**config.mk**
```make
export PLATFORM = sky130hd
export DESIGN_NAME = ptermCell
export DESIGN_NICKNAME = d
export VERILOG_FILES = /design/src/rtl/ptermPkg.sv /design/src/rtl/ptermAndArray.sv /design/src/rtl/ptermControl.sv /design/src/rtl/ptermDatapath.sv /design/src/rtl/ptermCell.sv
export SDC_FILE = /design/constraint.sdc
export NUM_CORES = 1
export LEC_CHECK = 0
export BUFFER_PORTS_ARGS = -buffer_cell sky130_fd_sc_hd__clkbuf_2
export CAP_MARGIN = 20
export CORE_AREA = 10 10 299 301
export DETAILED_ROUTE_END_ITERATION = 10
export DIE_AREA = 0 0 309 311
export MAX_ROUTING_LAYER = met4
export SYNTH_ARGS = -nofsm -noshare
export SYNTH_HDL_FRONTEND = slang
export SYNTH_SLANG_ARGS = --single-unit
```
**constraint.sdc**
```tcl
create_clock -name clk -period 3.4 [get_ports clk]
set_clock_uncertainty 0.15 [all_clocks]
set_input_delay 0.34 -clock clk [delete_from_list [all_inputs] [get_ports clk]]
set_output_delay 0.34 -clock clk [all_outputs]
set_load 0.02 [all_outputs]
```
**src/rtl/ptermPkg.sv**
```systemverilog
package ptermPkg;
  localparam int NUM_BUS   = 16;
  localparam int NUM_DED   = 2;
  localparam int NUM_IN    = NUM_BUS + NUM_DED;
  localparam int NUM_TERMS = 20;
  localparam int NUM_OUT   = 4;
  localparam int NUM_GRP   = 4;
  localparam int NUM_GCLK  = 3;
  localparam int CLK_TERM  = 12;
  localparam int OE_TERM   = 19;
  localparam int BP_WIDTH  = 4;
  localparam int XOR_BASE  = 16;
  localparam int CLK_SEL_W = $clog2(NUM_GCLK + 1);

  // Unequal OR groups: 4, 4, 5 and 7 terms.
  function automatic int grpLo(input int g);
    case (g)
      0: return 0;
      1: return 4;
      2: return 8;
      default: return 13;
    endcase
  endfunction

  function automatic int grpHi(input int g);
    case (g)
      0: return 3;
      1: return 7;
      2: return 12;
      default: return 19;
    endcase
  endfunction

  typedef enum logic [1:0] {
    XOR_OFF     = 2'd0,
    XOR_TERM    = 2'd1,
    XOR_TOGGLE  = 2'd2,
    XOR_OFF_ALT = 2'd3
  } xorMode_e;

  typedef enum logic [1:0] {
    RST_NONE     = 2'd0,
    RST_CLKTERM  = 2'd1,
    RST_OETERM   = 2'd2,
    RST_NONE_ALT = 2'd3
  } rstSel_e;

  typedef struct packed {
    logic                 capture;
    logic                 clearN;
    logic                 rstReq;
    logic [NUM_TERMS-1:0] ctrlMask;
  } ctrlStrobe_t;
endpackage

```
**src/rtl/ptermAndArray.sv**
```systemverilog
module ptermAndArray #(
  parameter int N_IN    = ptermPkg::NUM_IN,
  parameter int N_TERMS = ptermPkg::NUM_TERMS
) (
  input  logic [N_IN-1:0]         lit,
  input  logic [N_TERMS*N_IN-1:0] cfgTrue,
  input  logic [N_TERMS*N_IN-1:0] cfgComp,
  output logic [N_TERMS-1:0]      term
);
  for (genvar t = 0; t < N_TERMS; t++) begin : g_term
    logic [N_IN-1:0] tSel;
    logic [N_IN-1:0] cSel;
    logic            anyLit;
    logic            allMet;
    assign tSel   = cfgTrue[t*N_IN +: N_IN];
    assign cSel   = cfgComp[t*N_IN +: N_IN];
    assign anyLit = |(tSel | cSel);
    // each selected literal must match its polarity.
    assign allMet = &((lit | ~tSel) & (~lit | ~cSel));
    assign term[t] = anyLit & allMet;
  end
endmodule

```
**src/rtl/ptermControl.sv**
```systemverilog
module ptermControl
  import ptermPkg::*;
#(
  parameter int N_GCLK  = NUM_GCLK,
  parameter int N_TERMS = NUM_TERMS,
  parameter int SEL_W   = CLK_SEL_W
) (
  input  logic               clk,
  input  logic               rstN,
  input  logic [N_GCLK-1:0]  gTick,
  input  logic [N_TERMS-1:0] term,
  input  logic [SEL_W-1:0]   cfgClkSel,
  input  logic [1:0]         cfgRstSel,
  input  logic               cfgOeEn,
  output ctrlStrobe_t        st,
  output logic               oeOut
);
  logic    globalTick;
  logic    localMode;
  logic    clkTermPrev;
  logic    rstReq;
  logic    rstQ;
  rstSel_e rstSel;

  assign rstSel    = rstSel_e'(cfgRstSel);
  assign localMode = (cfgClkSel == SEL_W'(N_GCLK));

  always_comb begin
    globalTick = 1'b0;
    for (int k = 0; k < N_GCLK; k++) begin
      if (cfgClkSel == SEL_W'(k)) globalTick = gTick[k];
    end
  end

  // Local clock term seen at each edge; used for edge detection only.
  always_ff @(posedge clk) clkTermPrev <= term[CLK_TERM];

  always_comb begin
    case (rstSel)
      RST_CLKTERM: rstReq = term[CLK_TERM];
      RST_OETERM:  rstReq = term[OE_TERM];
      default:     rstReq = 1'b0;
    endcase
  end

  // Local reset is registered so the combined clear is a single clean OR.
  always_ff @(posedge clk or negedge rstN) begin
    if (!rstN) rstQ <= 1'b0;
    else       rstQ <= rstReq;
  end

  always_comb begin
    st.capture  = localMode ? (term[CLK_TERM] & ~clkTermPrev) : globalTick;
    st.clearN   = rstN & ~rstQ;
    st.rstReq   = rstReq;
    st.ctrlMask = '0;
    st.ctrlMask[CLK_TERM] = localMode | (rstSel == RST_CLKTERM);
    st.ctrlMask[OE_TERM]  = cfgOeEn | (rstSel == RST_OETERM);
  end

  assign oeOut = cfgOeEn & term[OE_TERM];

  // a local capture only happens on a rising clock term.
  p_local_edge_r8: assert property (@(posedge clk) disable iff (!rstN)
    (localMode && st.capture) |-> $rose(term[CLK_TERM]));

  // a local reset request clears at the following edge.
  p_local_clear_r9: assert property (@(posedge clk) disable iff (!rstN)
    st.rstReq |=> !st.clearN);
endmodule

```
**src/rtl/ptermDatapath.sv**
```systemverilog
module ptermDatapath
  import ptermPkg::*;
#(
  parameter int N_TERMS = NUM_TERMS,
  parameter int N_OUT   = NUM_OUT,
  parameter int N_GRP   = NUM_GRP,
  parameter int BPW     = BP_WIDTH,
  parameter int XB      = XOR_BASE
) (
  input  logic                   clk,
  input  logic                   rstN,
  input  logic [N_TERMS-1:0]     term,
  input  ctrlStrobe_t            st,
  input  logic [N_OUT*N_GRP-1:0] cfgGroupSel,
  input  logic [N_OUT-1:0]       cfgBypass,
  input  logic [N_OUT-1:0]       cfgRegBypass,
  input  logic [2*N_OUT-1:0]     cfgXorMode,
  output logic [N_OUT-1:0]       cellOut
);
  logic [N_TERMS-1:0] logicTerm;
  logic [N_GRP-1:0]   grpSum;
  logic [N_OUT-1:0]   orSum;
  logic [N_OUT-1:0]   bpSum;
  logic [N_OUT-1:0]   xorOp;
  logic [N_OUT-1:0]   dVal;
  logic [N_OUT-1:0]   q;
  logic               clearN;

  // terms taken for control never reach the sums.
  assign logicTerm = term & ~st.ctrlMask;
  assign clearN    = st.clearN;

  for (genvar g = 0; g < N_GRP; g++) begin : g_grp
    localparam int LO = grpLo(g);
    localparam int HI = grpHi(g);
    assign grpSum[g] = |logicTerm[HI:LO];
  end

  for (genvar o = 0; o < N_OUT; o++) begin : g_out
    xorMode_e mode;
    logic     xb;
    assign mode     = xorMode_e'(cfgXorMode[2*o +: 2]);
    assign orSum[o] = |(grpSum & cfgGroupSel[o*N_GRP +: N_GRP]);
    assign bpSum[o] = |logicTerm[o*BPW +: BPW];

    always_comb begin
      case (mode)
        XOR_TERM:   xb = logicTerm[XB + o];
        XOR_TOGGLE: xb = q[o];
        default:    xb = 1'b0;
      endcase
    end

    assign xorOp[o]   = xb;
    assign dVal[o]    = orSum[o] ^ xorOp[o];
    assign cellOut[o] = cfgBypass[o]    ? bpSum[o] :
                        cfgRegBypass[o] ? dVal[o]  : q[o];

    // toggle mode flips the state whenever the sum is set at a capture.
    p_toggle_r6: assert property (@(posedge clk) disable iff (!rstN)
      (mode == XOR_TOGGLE && st.capture && st.clearN && !st.rstReq && orSum[o])
      |=> (q[o] != $past(q[o])));
  end

  always_ff @(posedge clk or negedge clearN) begin
    if (!clearN)         q <= '0;
    else if (st.capture) q <= dVal;
  end

  // while the clear is active the state is empty.
  p_clear_zero_r9: assert property (@(posedge clk) disable iff (!rstN)
    !st.clearN |-> (q == '0));

  // without a capture strobe the state holds.
  p_hold_r7: assert property (@(posedge clk) disable iff (!rstN)
    (!st.capture && st.clearN && !st.rstReq) |=> $stable(q));
endmodule

```
**src/rtl/ptermCell.sv**
```systemverilog
module ptermCell
  import ptermPkg::*;
(
  input  logic                          clk,
  input  logic                          rstN,
  input  logic [NUM_GCLK-1:0]           gTick,
  input  logic [NUM_BUS-1:0]            busIn,
  input  logic [NUM_DED-1:0]            dedIn,
  input  logic [NUM_TERMS*NUM_IN-1:0]   cfgTrue,
  input  logic [NUM_TERMS*NUM_IN-1:0]   cfgComp,
  input  logic [NUM_OUT*NUM_GRP-1:0]    cfgGroupSel,
  input  logic [NUM_OUT-1:0]            cfgBypass,
  input  logic [NUM_OUT-1:0]            cfgRegBypass,
  input  logic [2*NUM_OUT-1:0]          cfgXorMode,
  input  logic [CLK_SEL_W-1:0]          cfgClkSel,
  input  logic [1:0]                    cfgRstSel,
  input  logic                          cfgOeEn,
  output logic [NUM_OUT-1:0]            cellOut,
  output logic                          oeOut
);
  logic [NUM_IN-1:0]    lit;
  logic [NUM_TERMS-1:0] term;
  ctrlStrobe_t          st;

  assign lit = {dedIn, busIn};

  ptermAndArray #(.N_IN(NUM_IN), .N_TERMS(NUM_TERMS)) andArray_i (
    .lit     (lit),
    .cfgTrue (cfgTrue),
    .cfgComp (cfgComp),
    .term    (term)
  );

  ptermControl #(.N_GCLK(NUM_GCLK), .N_TERMS(NUM_TERMS), .SEL_W(CLK_SEL_W)) control_i (
    .clk       (clk),
    .rstN      (rstN),
    .gTick     (gTick),
    .term      (term),
    .cfgClkSel (cfgClkSel),
    .cfgRstSel (cfgRstSel),
    .cfgOeEn   (cfgOeEn),
    .st        (st),
    .oeOut     (oeOut)
  );

  ptermDatapath #(.N_TERMS(NUM_TERMS), .N_OUT(NUM_OUT), .N_GRP(NUM_GRP),
                  .BPW(BP_WIDTH), .XB(XOR_BASE)) datapath_i (
    .clk          (clk),
    .rstN         (rstN),
    .term         (term),
    .st           (st),
    .cfgGroupSel  (cfgGroupSel),
    .cfgBypass    (cfgBypass),
    .cfgRegBypass (cfgRegBypass),
    .cfgXorMode   (cfgXorMode),
    .cellOut      (cellOut)
  );
endmodule

```
==> results of run 1 <==
-- stage by stage --
stage	setup WS, ns	TNS (ns)
final	-0.226	-0.636
after global routing	-0.319	-1.03
after CTS	-0.250	-0.662
after detailed placement	-0.893	-3.99
after global placement	-0.833	-4.78
after floorplan	0.485	0
-- final cells by class --
cell class,instances,area [sq um],share of cell area
diodes,42,105,0.00652
clock buffers,4,78.8,0.00489
inverters,11,41.3,0.00256
multi-input cells,832,7120,0.442
flip-flops and latches,6,145,0.00900
well taps,1080,1350,0.0838
repair buffers,1124,7280,0.452
-- worst max-delay path, delay by kind of cell --
family                 cells  cell delay, ns
AND/OR/NAND/NOR            6            1.57
multiplexers               1            0.48
AO/OA/AOI/OAI              1            0.09
buffers and inverters      4            0.62
-- registers in the layout (all words and copies together) (netlist names) --
| register | flops |
|---|---|
| control_i.rstQ | 1 |
| control_i.clkTermPrev | 1 |
| datapath_i.q | 4 |
-- Yosys cell counts, types with 5 or more instances --
| master | instances |
|---|---|
| mux2_2 | 11 |
| nor2_1 | 6 |
| nor3_1 | 21 |
| a2111oi_0 | 8 |
| nand4_1 | 102 |
| nand3_1 | 28 |
| nand2_1 | 33 |
| nor4_1 | 189 |
| dfrtp_1 | 5 |
| buf_4 | 9 |
| ha_1 | 10 |
| or3_1 | 15 |
| mux2i_1 | 344 |
| nor2b_1 | 11 |
| buf_6 | 26 |
| inv_1 | 11 |
-- power by group through the flow --
stage	clock [uW]	combinational [uW]	sequential [uW]
6_report	195	1810	71.7
3_3_place_gp	0	1660	72.6
4_1_cts	198	1780	71.7
5_1_grt	203	1890	71.7
3_5_place_dp	0	1660	72.6
2_1_floorplan	0	463	72.6
-- path summary, 6_finish.rpt --
kind                            startpoint              end  cells after the start
setup / recovery                  busIn[1]       cellOut[0]                     12
hold / removal              control_i.rstQ  datapath_i.q[1]                      1
setup reg to reg           datapath_i.q[3]  datapath_i.q[3]                      5
hold reg to reg             control_i.rstQ  datapath_i.q[1]                      1
max in group asynchronous             rstN  datapath_i.q[3]                      3
min in group clk              cfgRstSel[1]   control_i.rstQ                      3
-- metal layers --
layer  up-vias  part of all wire  track usage
met4         0             0.027       0.0408
met3       143             0.086       0.0535
li1       6037                 -            -
met5         -                 0            -
met2       821              0.46        0.334
met1      6467              0.42        0.248
-- what timing repair did --
action                                  CTS  global route
resized for setup                       117            29
buffers inserted                         40             2
endpoints found under the hold margin     1             0
endpoints found under the setup margin    7             4
pin swaps                                15             8
hold buffers                              1             0
gates cloned                              1             0
-- cells by family (layout without fill, tap and decap cells) --
group	after synthesis	after routing	synth area share
mux	356	356	0.496
flops	6	6	0.0201
compound gates	33	33	0.0413
simple gates	429	429	0.363
buf+inv	48	1139	0.0571
other cells	0	42	0
xor+xnor	4	4	0.00486
fa+ha+maj	10	10	0.0173
==> flow_metrics.env, run 1 <==
export IMPL_status="finished, violations left"
export IMPL_failed_checks="setup timing"
export IMPL_tritoncts="done"
export IMPL_fin_nets=2768
export IMPL_grt_overflow_total=0
export IMPL_clkPwrFrac=0.094
export IMPL_clkLatencyLatePin_ns=0.23
export IMPL_dpl_hpwl_microns=93300
export IMPL_powerDensity_nw_per_um2=129
export IMPL_rsz0062_at_grt="yes"
export IMPL_power_uw=2070
export IMPL_grt_pass1_vias=14400
export IMPL_io_pins=785
export IMPL_fin_crit_ns=3.63
export IMPL_placed_cell_area_sq_um=14800
export IMPL_critPathMaxStageDelay_ns=0.52
export IMPL_route_vias_total=13500
export IMPL_synth_cells=886
export IMPL_layout_common_cells="clkbuf_2 (764), mux2i_1 (332), buf_4 (277)"
export IMPL_die_h_microns=311
export IMPL_dieWidth_microns=309
export IMPL_switching_share=0.456
export IMPL_yosys_area_top_type_share=0.477
export IMPL_area_growth_pct=124
export IMPL_seqPwrFrac=0.035
export IMPL_stdcell_count=3099
export IMPL_drv_slew=0
export IMPL_synth_edf_count=0
export IMPL_ir_drop_uv=126
export IMPL_fillCellCount=9477
export IMPL_grtUsageTotal=0.204
export IMPL_antenna_found_initial=69
export IMPL_post_drt_wl_per_cell_microns=32.9
export IMPL_tightest_slew_ns=0.484
export IMPL_numPlacedInstances=3015
export IMPL_syn_num_nets=1676
export IMPL_rows=106
export IMPL_layout_commonest_cell="clkbuf_2"
export IMPL_netlist_area_sq_um=7210
export IMPL_cts_buffer_depth=2
export IMPL_final_area_sq_um=16100
export IMPL_ys_seq_area_frac=0.0201
export IMPL_dieArea_sq_um=96100
export IMPL_crit_top_cell="nor4_4"
export IMPL_clock_sinks=6
export IMPL_combPwrFrac=0.871
export IMPL_startpoint_type="input port"
export IMPL_wirelength_microns=102000
export IMPL_synth_ff_type="dfrtp_1"
export IMPL_crit_chain="buf_2 > buf_12 > mux2i_2 > nand4_1 > nor4_4 > nor4_4 > buf_6 > nand2_4 > a221oi_2 > or4b_1 > nand3_2 > clkbuf_8"
export IMPL_finalHoldViolCount=0
export IMPL_hold_path_class="reg2async"
export IMPL_finalCritPeriodShare=1.07
export IMPL_critical_path_slowest_cell="or4b_1"
export IMPL_clock_root_buffer="clkbuf_16"
export IMPL_syn_area_per_cell_sq_um=8.14
export IMPL_clk_pin_slew_ns=0.03
export IMPL_fmax_ghz=0.276
export IMPL_cts_htree_levels=1
export IMPL_path_class="in2out"
export IMPL_gp_congestion=1.06
export IMPL_grt_first_pass_wirelength_microns=130000
export IMPL_cp_end_kind="primary output"
export IMPL_post_route_util=0.194
export IMPL_power_switching_uw=944
export IMPL_dr_pass1_iters=5
export IMPL_worstPathArrival_ns=3.14
export IMPL_yosysUniqueCellTypes=48
export IMPL_cts_made_buffers=3
export IMPL_synth_async_sr_flop_share=0.833
export IMPL_p_int_uw=1130
export IMPL_setup_violations=3
export IMPL_grt_start_max_net_pins=11
export IMPL_drt_iter0_drc=1014
export IMPL_worst_slack_ns=-0.226
export IMPL_maxSlewHeadroom=0.671
export IMPL_portBuffers=784
export IMPL_rrSetupSlack_ns=1.88
export IMPL_crit_required_ns=2.91
export IMPL_cap_violations=0
export IMPL_drive_gt1_frac=0.611
export IMPL_via_per_inst=4.35
export IMPL_hold_ws_ns=0.122
export IMPL_initial_core_util=0.0866
export IMPL_ys_ff_latch=6
export IMPL_cp_max_fo=9
export IMPL_core_area_sq_um=83300
export IMPL_p_leak_uw=0.00791
export IMPL_route_detailed_drc=0
export IMPL_yosysWarnings=0
export IMPL_ant_nets=0
export IMPL_synth_area_leaders="mux2i_1 (48%), nor4_1 (16%), nand4_1 (8.8%)"
export IMPL_yosysTopAreaCell="mux2i_1"
Note: power is estimated with default switching activity, not from simulation.
==> run 2: changes to the inputs <==
--- a/config.mk
+++ b/config.mk
@@ -6,11 +6,13 @@
 export NUM_CORES = 1
 export LEC_CHECK = 0
 export BUFFER_PORTS_ARGS = -buffer_cell sky130_fd_sc_hd__clkbuf_2
-export CAP_MARGIN = 20
-export CORE_AREA = 10 10 299 301
+export CELL_PAD_IN_SITES_DETAIL_PLACEMENT = 1
+export CELL_PAD_IN_SITES_GLOBAL_PLACEMENT = 1
+export CORE_AREA = 10 10 296 298
 export DETAILED_ROUTE_END_ITERATION = 10
-export DIE_AREA = 0 0 309 311
+export DIE_AREA = 0 0 306 308
 export MAX_ROUTING_LAYER = met4
+export PLACE_DENSITY_LB_ADDON = 0.1
 export SYNTH_ARGS = -nofsm -noshare
 export SYNTH_HDL_FRONTEND = slang
 export SYNTH_SLANG_ARGS = --single-unit
==> flow_metrics.env, run 2 (same netlist as run 1, synthesis figures left out) <==
export IMPL_status="finished, violations left"
export IMPL_crit_required_ns=2.91
export IMPL_numPlacedInstances=3056
export IMPL_path_buf_inv=3
export IMPL_gp_congestion=0.910
export IMPL_wirelength_microns=96800
export IMPL_crit_family="simple AND/OR/NAND/NOR gates"
export IMPL_cts_made_buffers=3
export IMPL_dpl_worst_slack_ns=-0.634
export IMPL_post_route_util=0.212
export IMPL_rrSetupSlack_ns=1.92
export IMPL_grt_first_pass_wirelength_microns=126000
export IMPL_finalHoldViolCount=0
export IMPL_clk_pin_slew_ns=0.04
export IMPL_via_per_inst=4.14
export IMPL_clock_root_buffer="clkbuf_16"
export IMPL_rows=105
export IMPL_worst_slack_ns=-0.280
export IMPL_grt_start_max_net_pins=11
export IMPL_grtUsageTotal=0.198
export IMPL_cts_buffer_depth=2
export IMPL_failed_checks="setup timing"
export IMPL_cp_end_kind="primary output"
export IMPL_dpl_hpwl_microns=88900
export IMPL_top_regs="datapath_i.q (4), control_i.clkTermPrev (1), control_i.rstQ (1)"
export IMPL_ir_drop_uv=104
export IMPL_critical_path_slowest_cell="or3_1"
export IMPL_dieWidth_microns=306
export IMPL_tritoncts="done"
export IMPL_setup_violations=4
export IMPL_fillCellCount=9915
export IMPL_cts_htree_levels=1
export IMPL_crit_top_cell="nand4_1"
export IMPL_crit_chain="clkbuf_2 > nor4_4 > nand4_1 > or3_1 > nand3_1 > nand4_1 > buf_4 > a22o_4 > a221oi_4 > nor4b_2 > or3_4 > buf_8"
export IMPL_hold_path_class="reg2async"
export IMPL_p_leak_uw=0.00846
export IMPL_grt_overflow_total=0
export IMPL_route_detailed_drc=0
export IMPL_fin_crit_ns=3.68
export IMPL_io_pins=785
export IMPL_dieArea_sq_um=94200
export IMPL_grt_pass1_vias=14900
export IMPL_fin_nets=2869
export IMPL_antenna_found_initial=42
export IMPL_die_h_microns=308
export IMPL_route_vias_total=13200
export IMPL_tightest_slew_ns=0.506
export IMPL_placed_cell_area_sq_um=15300
export IMPL_final_area_sq_um=17300
export IMPL_powerDensity_nw_per_um2=128
export IMPL_initial_core_util=0.0884
export IMPL_finalCritPeriodShare=1.08
export IMPL_regMostFlops="datapath_i.q"
export IMPL_maxSlewHeadroom=0.660
export IMPL_rsz0062_at_grt="yes"
export IMPL_critPathMaxStageDelay_ns=0.44
export IMPL_post_drt_wl_per_cell_microns=30.4
export IMPL_layout_commonest_cell="clkbuf_2"
export IMPL_rr_worst_depth=5
export IMPL_clock_sinks=6
export IMPL_timing_rr_start="datapath_i.q[1]"
export IMPL_drv_slew=0
export IMPL_drt_iter0_drc=456
export IMPL_drive_gt1_frac=0.647
export IMPL_ant_nets=0
export IMPL_clkLatencyLatePin_ns=0.23
export IMPL_dr_pass1_iters=5
export IMPL_area_growth_pct=140
export IMPL_stdcell_count=3182
export IMPL_fmax_ghz=0.272
export IMPL_layout_common_cells="clkbuf_2 (760), buf_4 (374), mux2i_1 (320)"
export IMPL_cap_violations=0
export IMPL_core_area_sq_um=81600
export IMPL_path_class="in2out"
export IMPL_startpoint_type="input port"
export IMPL_worstPathArrival_ns=3.19
export IMPL_portBuffers=784
export IMPL_largest_register_ffs=4
export IMPL_cp_max_fo=3
export IMPL_rr_endpoint="datapath_i.q[1]"
run 2: cell count changes in the layout (fill, tap and decap cells not counted), moves of 8 or more:
cell / before / now
buf_4: 277 / 374
nor4_1: 168 / 154
mux2i_1: 332 / 320
mux2i_2: 5 / 14
diode_2: 42 / 34
nor4_4: 8 / 16
run 2: worst register-to-register path, cell delays in order, from the launching register on:
cell,delay (ns)
dfrtp_1,0.40
a22oi_1,0.20
nor2_1,0.10
buf_4,0.14
xnor2_1,0.11
mux2_2,0.25
run 2: worst max-delay path by stage:
| stage | depth (start not counted) | endpoint | from |
|---|---|---|---|
| after global routing | 12 | cellOut[2] | cfgComp[37] |
| after global placement | 13 | cellOut[2] | cfgComp[59] |
| after floorplan | 10 | cellOut[0] | busIn[2] |
| after CTS | 13 | cellOut[2] | cfgTrue[60] |
| after detailed placement | 14 | cellOut[2] | cfgComp[163] |
| final | 12 | cellOut[2] | cfgTrue[105] |
run 2: cell type report:
class	count	area, sq um	area share
well taps	1070	1340	0.0775
diodes	34	85.1	0.00492
flip-flops and latches	6	145	0.00840
repair buffers	1225	8140	0.471
inverters	11	41.3	0.00239
clock buffers	4	78.8	0.00456
multi-input cells	832	7450	0.431
run 2: metal layers:
| metal | vias to the layer above | GRT usage | routed length (microns) |
|---|---|---|---|
| met5 | - | - | 0 |
| met4 | 0 | 0.0506 | 2150 |
| met3 | 75 | 0.0508 | 6540 |
| met2 | 539 | 0.350 | 49300 |
| met1 | 6341 | 0.219 | 38800 |
| li1 | 6206 | - | - |
run 2: timing repair:
item | 4_1_cts | 5_1_grt
hold buffers | 1 | 0
setup endpoints to repair | 7 | 5
gates resized for setup | 83 | 147
pin swaps | 16 | 48
endpoints found under the hold margin | 1 | 0
cloned | 0 | 1
setup buffers | 8 | 82
run 2: power breakdown:
| group | total (uW) | internal [uW] | switching (uW) |
|---|---|---|---|
| Clock | 204 | 156 | 47.6 |
| Combinational | 1930 | 986 | 943 |
| Sequential | 71.6 | 71.6 | 0.00650 |
run 2: stage by stage:
stage / setup TNS [ns] / hold slack [ns] / power [uW]
global placement: -3.44 / -0.0275 / 1820
detailed placement: -3.35 / -0.0265 / 1810
finish: -0.825 / 0.150 / 2200
global route: -1.29 / 0.204 / 2340
CTS: -1.23 / 0.171 / 2070
floorplan: 0 / -0.106 / 535
==> run 3: changes to the inputs <==
--- a/config.mk
+++ b/config.mk
@@ -9,6 +9,7 @@
 export CELL_PAD_IN_SITES_DETAIL_PLACEMENT = 1
 export CELL_PAD_IN_SITES_GLOBAL_PLACEMENT = 1
 export CORE_AREA = 10 10 296 298
+export CTS_BUF_LIST = sky130_fd_sc_hd__clkbuf_8
 export DETAILED_ROUTE_END_ITERATION = 10
 export DIE_AREA = 0 0 306 308
 export MAX_ROUTING_LAYER = met4
==> constraint.sdc (replaced) <==
create_clock -name clk -period 3.5 [get_ports clk]
set_clock_uncertainty 0.15 [all_clocks]
set_input_delay 0.35 -clock clk [delete_from_list [all_inputs] [get_ports clk]]
set_output_delay 0.35 -clock clk [all_outputs]
set_load 0.02 [all_outputs]
==> flow_metrics.env, run 3 (same netlist as run 1, synthesis figures left out) <==
export IMPL_status="finished, violations left"
export IMPL_failed_checks="setup timing"
export IMPL_die_h_microns=308
export IMPL_layout_commonest_cell="clkbuf_2"
export IMPL_p_leak_uw=0.00813
export IMPL_cts_made_buffers=3
export IMPL_crit_top_cell="buf_4"
export IMPL_critical_path_slowest_cell="or3_1"
export IMPL_clk_pin_slew_ns=0.05
export IMPL_power_uw=1940
export IMPL_cp_max_fo=7
export IMPL_tritoncts="done"
export IMPL_stdcell_count=3128
export IMPL_finalHoldViolCount=0
export IMPL_layout_common_cells="clkbuf_2 (775), buf_4 (338), mux2i_1 (329)"
export IMPL_clock_root_buffer="clkbuf_8"
export IMPL_antenna_found_initial=34
export IMPL_cts_buffer_depth=2
export IMPL_grtUsageTotal=0.197
export IMPL_portBuffers=784
export IMPL_cap_violations=0
export IMPL_post_route_util=0.200
export IMPL_cts_htree_levels=1
export IMPL_fmax_ghz=0.268
export IMPL_worst_slack_ns=-0.226
export IMPL_path_buf_inv=5
export IMPL_rsz0062_at_grt="yes"
export IMPL_drv_slew=0
export IMPL_path_class="in2out"
export IMPL_worstPathArrival_ns=3.23
export IMPL_finalCritPeriodShare=1.06
export IMPL_hold_path_class="reg2async"
export IMPL_ant_nets=0
export IMPL_core_area_sq_um=81600
export IMPL_dieWidth_microns=306
export IMPL_critPathMaxStageDelay_ns=0.41
export IMPL_hold_ws_ns=0.144
export IMPL_crit_chain="clkbuf_2 > buf_6 > buf_4 > mux2i_1 > nand4_1 > or3_1 > nor4_2 > nor4_4 > nand2_4 > a221oi_2 > buf_4 > and4b_1 > or3_4 > clkbuf_8"
export IMPL_largest_register_ffs=4
export IMPL_crit_required_ns=3.00
export IMPL_rows=105
export IMPL_powerDensity_nw_per_um2=119
export IMPL_cp_end_kind="primary output"
export IMPL_tightest_slew_ns=0.745
export IMPL_dr_pass1_iters=4
export IMPL_grt_start_max_net_pins=12
export IMPL_grt_pass1_vias=15100
export IMPL_startpoint_type="input port"
export IMPL_area_growth_pct=126
export IMPL_drive_gt1_frac=0.624
export IMPL_setup_tns_ns=-0.641
export IMPL_clock_sinks=6
export IMPL_numPlacedInstances=3059
export IMPL_grt_first_pass_wirelength_microns=126000
export IMPL_io_pins=785
export IMPL_drt_iter0_drc=438
export IMPL_regMostFlops="datapath_i.q"
export IMPL_setup_violations=4
export IMPL_gp_congestion=0.897
export IMPL_post_drt_wl_per_cell_microns=30.6
export IMPL_crit_family="simple AND/OR/NAND/NOR gates"
export IMPL_via_per_inst=4.16
export IMPL_maxSlewHeadroom=0.498
export IMPL_grt_overflow_total=0
export IMPL_initial_core_util=0.0884
export IMPL_ir_drop_uv=102
export IMPL_clkLatencyLatePin_ns=0.22
export IMPL_route_vias_total=13000
export IMPL_fin_crit_ns=3.73
export IMPL_route_detailed_drc=0
export IMPL_top_regs="datapath_i.q (4), control_i.clkTermPrev (1), control_i.rstQ (1)"
export IMPL_dieArea_sq_um=94200
export IMPL_wirelength_microns=95700
export IMPL_dpl_hpwl_microns=87700
export IMPL_fin_nets=2825
## run 3: changes by cell type in the layout (fill, tap and decap cells not counted), moves of 4 or more
cell / delta
clkbuf_8: +4
buf_12: -10
nor4_1: +19
nor4_4: -6
mux2i_1: +9
diode_2: -10
nor4_2: -13
buf_6: -9
mux2i_4: -7
clkbuf_16: -4
buf_4: -36
clkbuf_2: +15
## run 3: metal layers
metal / vias to the layer above / global-route usage / share of wire
met5: - / - / 0
met3: 51 / 0.0352 / 0.049
met4: 0 / 0.0258 / 0.013
met1: 6364 / 0.221 / 0.41
li1: 6092 / - / -
met2: 505 / 0.366 / 0.53
## run 3: final timing paths
check / slack (ns) / from / cells after the start / end
worst max-delay path: -0.23 / busIn[13] / 14 / cellOut[2]
worst min-delay path: 0.14 / control_i.rstQ / 1 / datapath_i.q[3]
worst max register to register: 1.99 / datapath_i.q[1] / 5 / datapath_i.q[1]
worst min register to register: 0.14 / control_i.rstQ / 1 / datapath_i.q[3]
max in group asynchronous: 2.26 / rstN / 3 / datapath_i.q[2]
min in group clk: 0.29 / cfgRstSel[1] / 3 / control_i.rstQ
## run 3: cell type report
cell class	count	area, sq um
multi-input cells	832	7140
clock inverters	1	3.75
inverters	11	41.3
flip-flops and latches	6	145
repair buffers	1181	7560
diodes	24	60.1
well taps	1070	1340
clock buffers	3	41.3
fillers	9892	65300
## run 3: report_power, final
group	total (uW)	switching (uW)	internal (uW)
Clock	114	37.9	76.1
Sequential	69.5	0.00678	69.5
Combinational	1750	864	889
Total	1940	902	1030
## run 3: repair_timing
item                                   CTS  global route
pin swaps                               22            17
setup endpoints to repair                6             4
endpoints found under the hold margin    1             0
hold buffers                             1             0
resized for setup                       96            53
buffers inserted                        22            19
## run 3: stage by stage
stage,setup slack [ns],cell area (sq um)
5_1_grt,-0.347,16300
3_3_place_gp,-0.760,15100
2_1_floorplan,0.565,7210
3_5_place_dp,-0.721,15100
4_1_cts,-0.293,15900
6_report,-0.226,16300
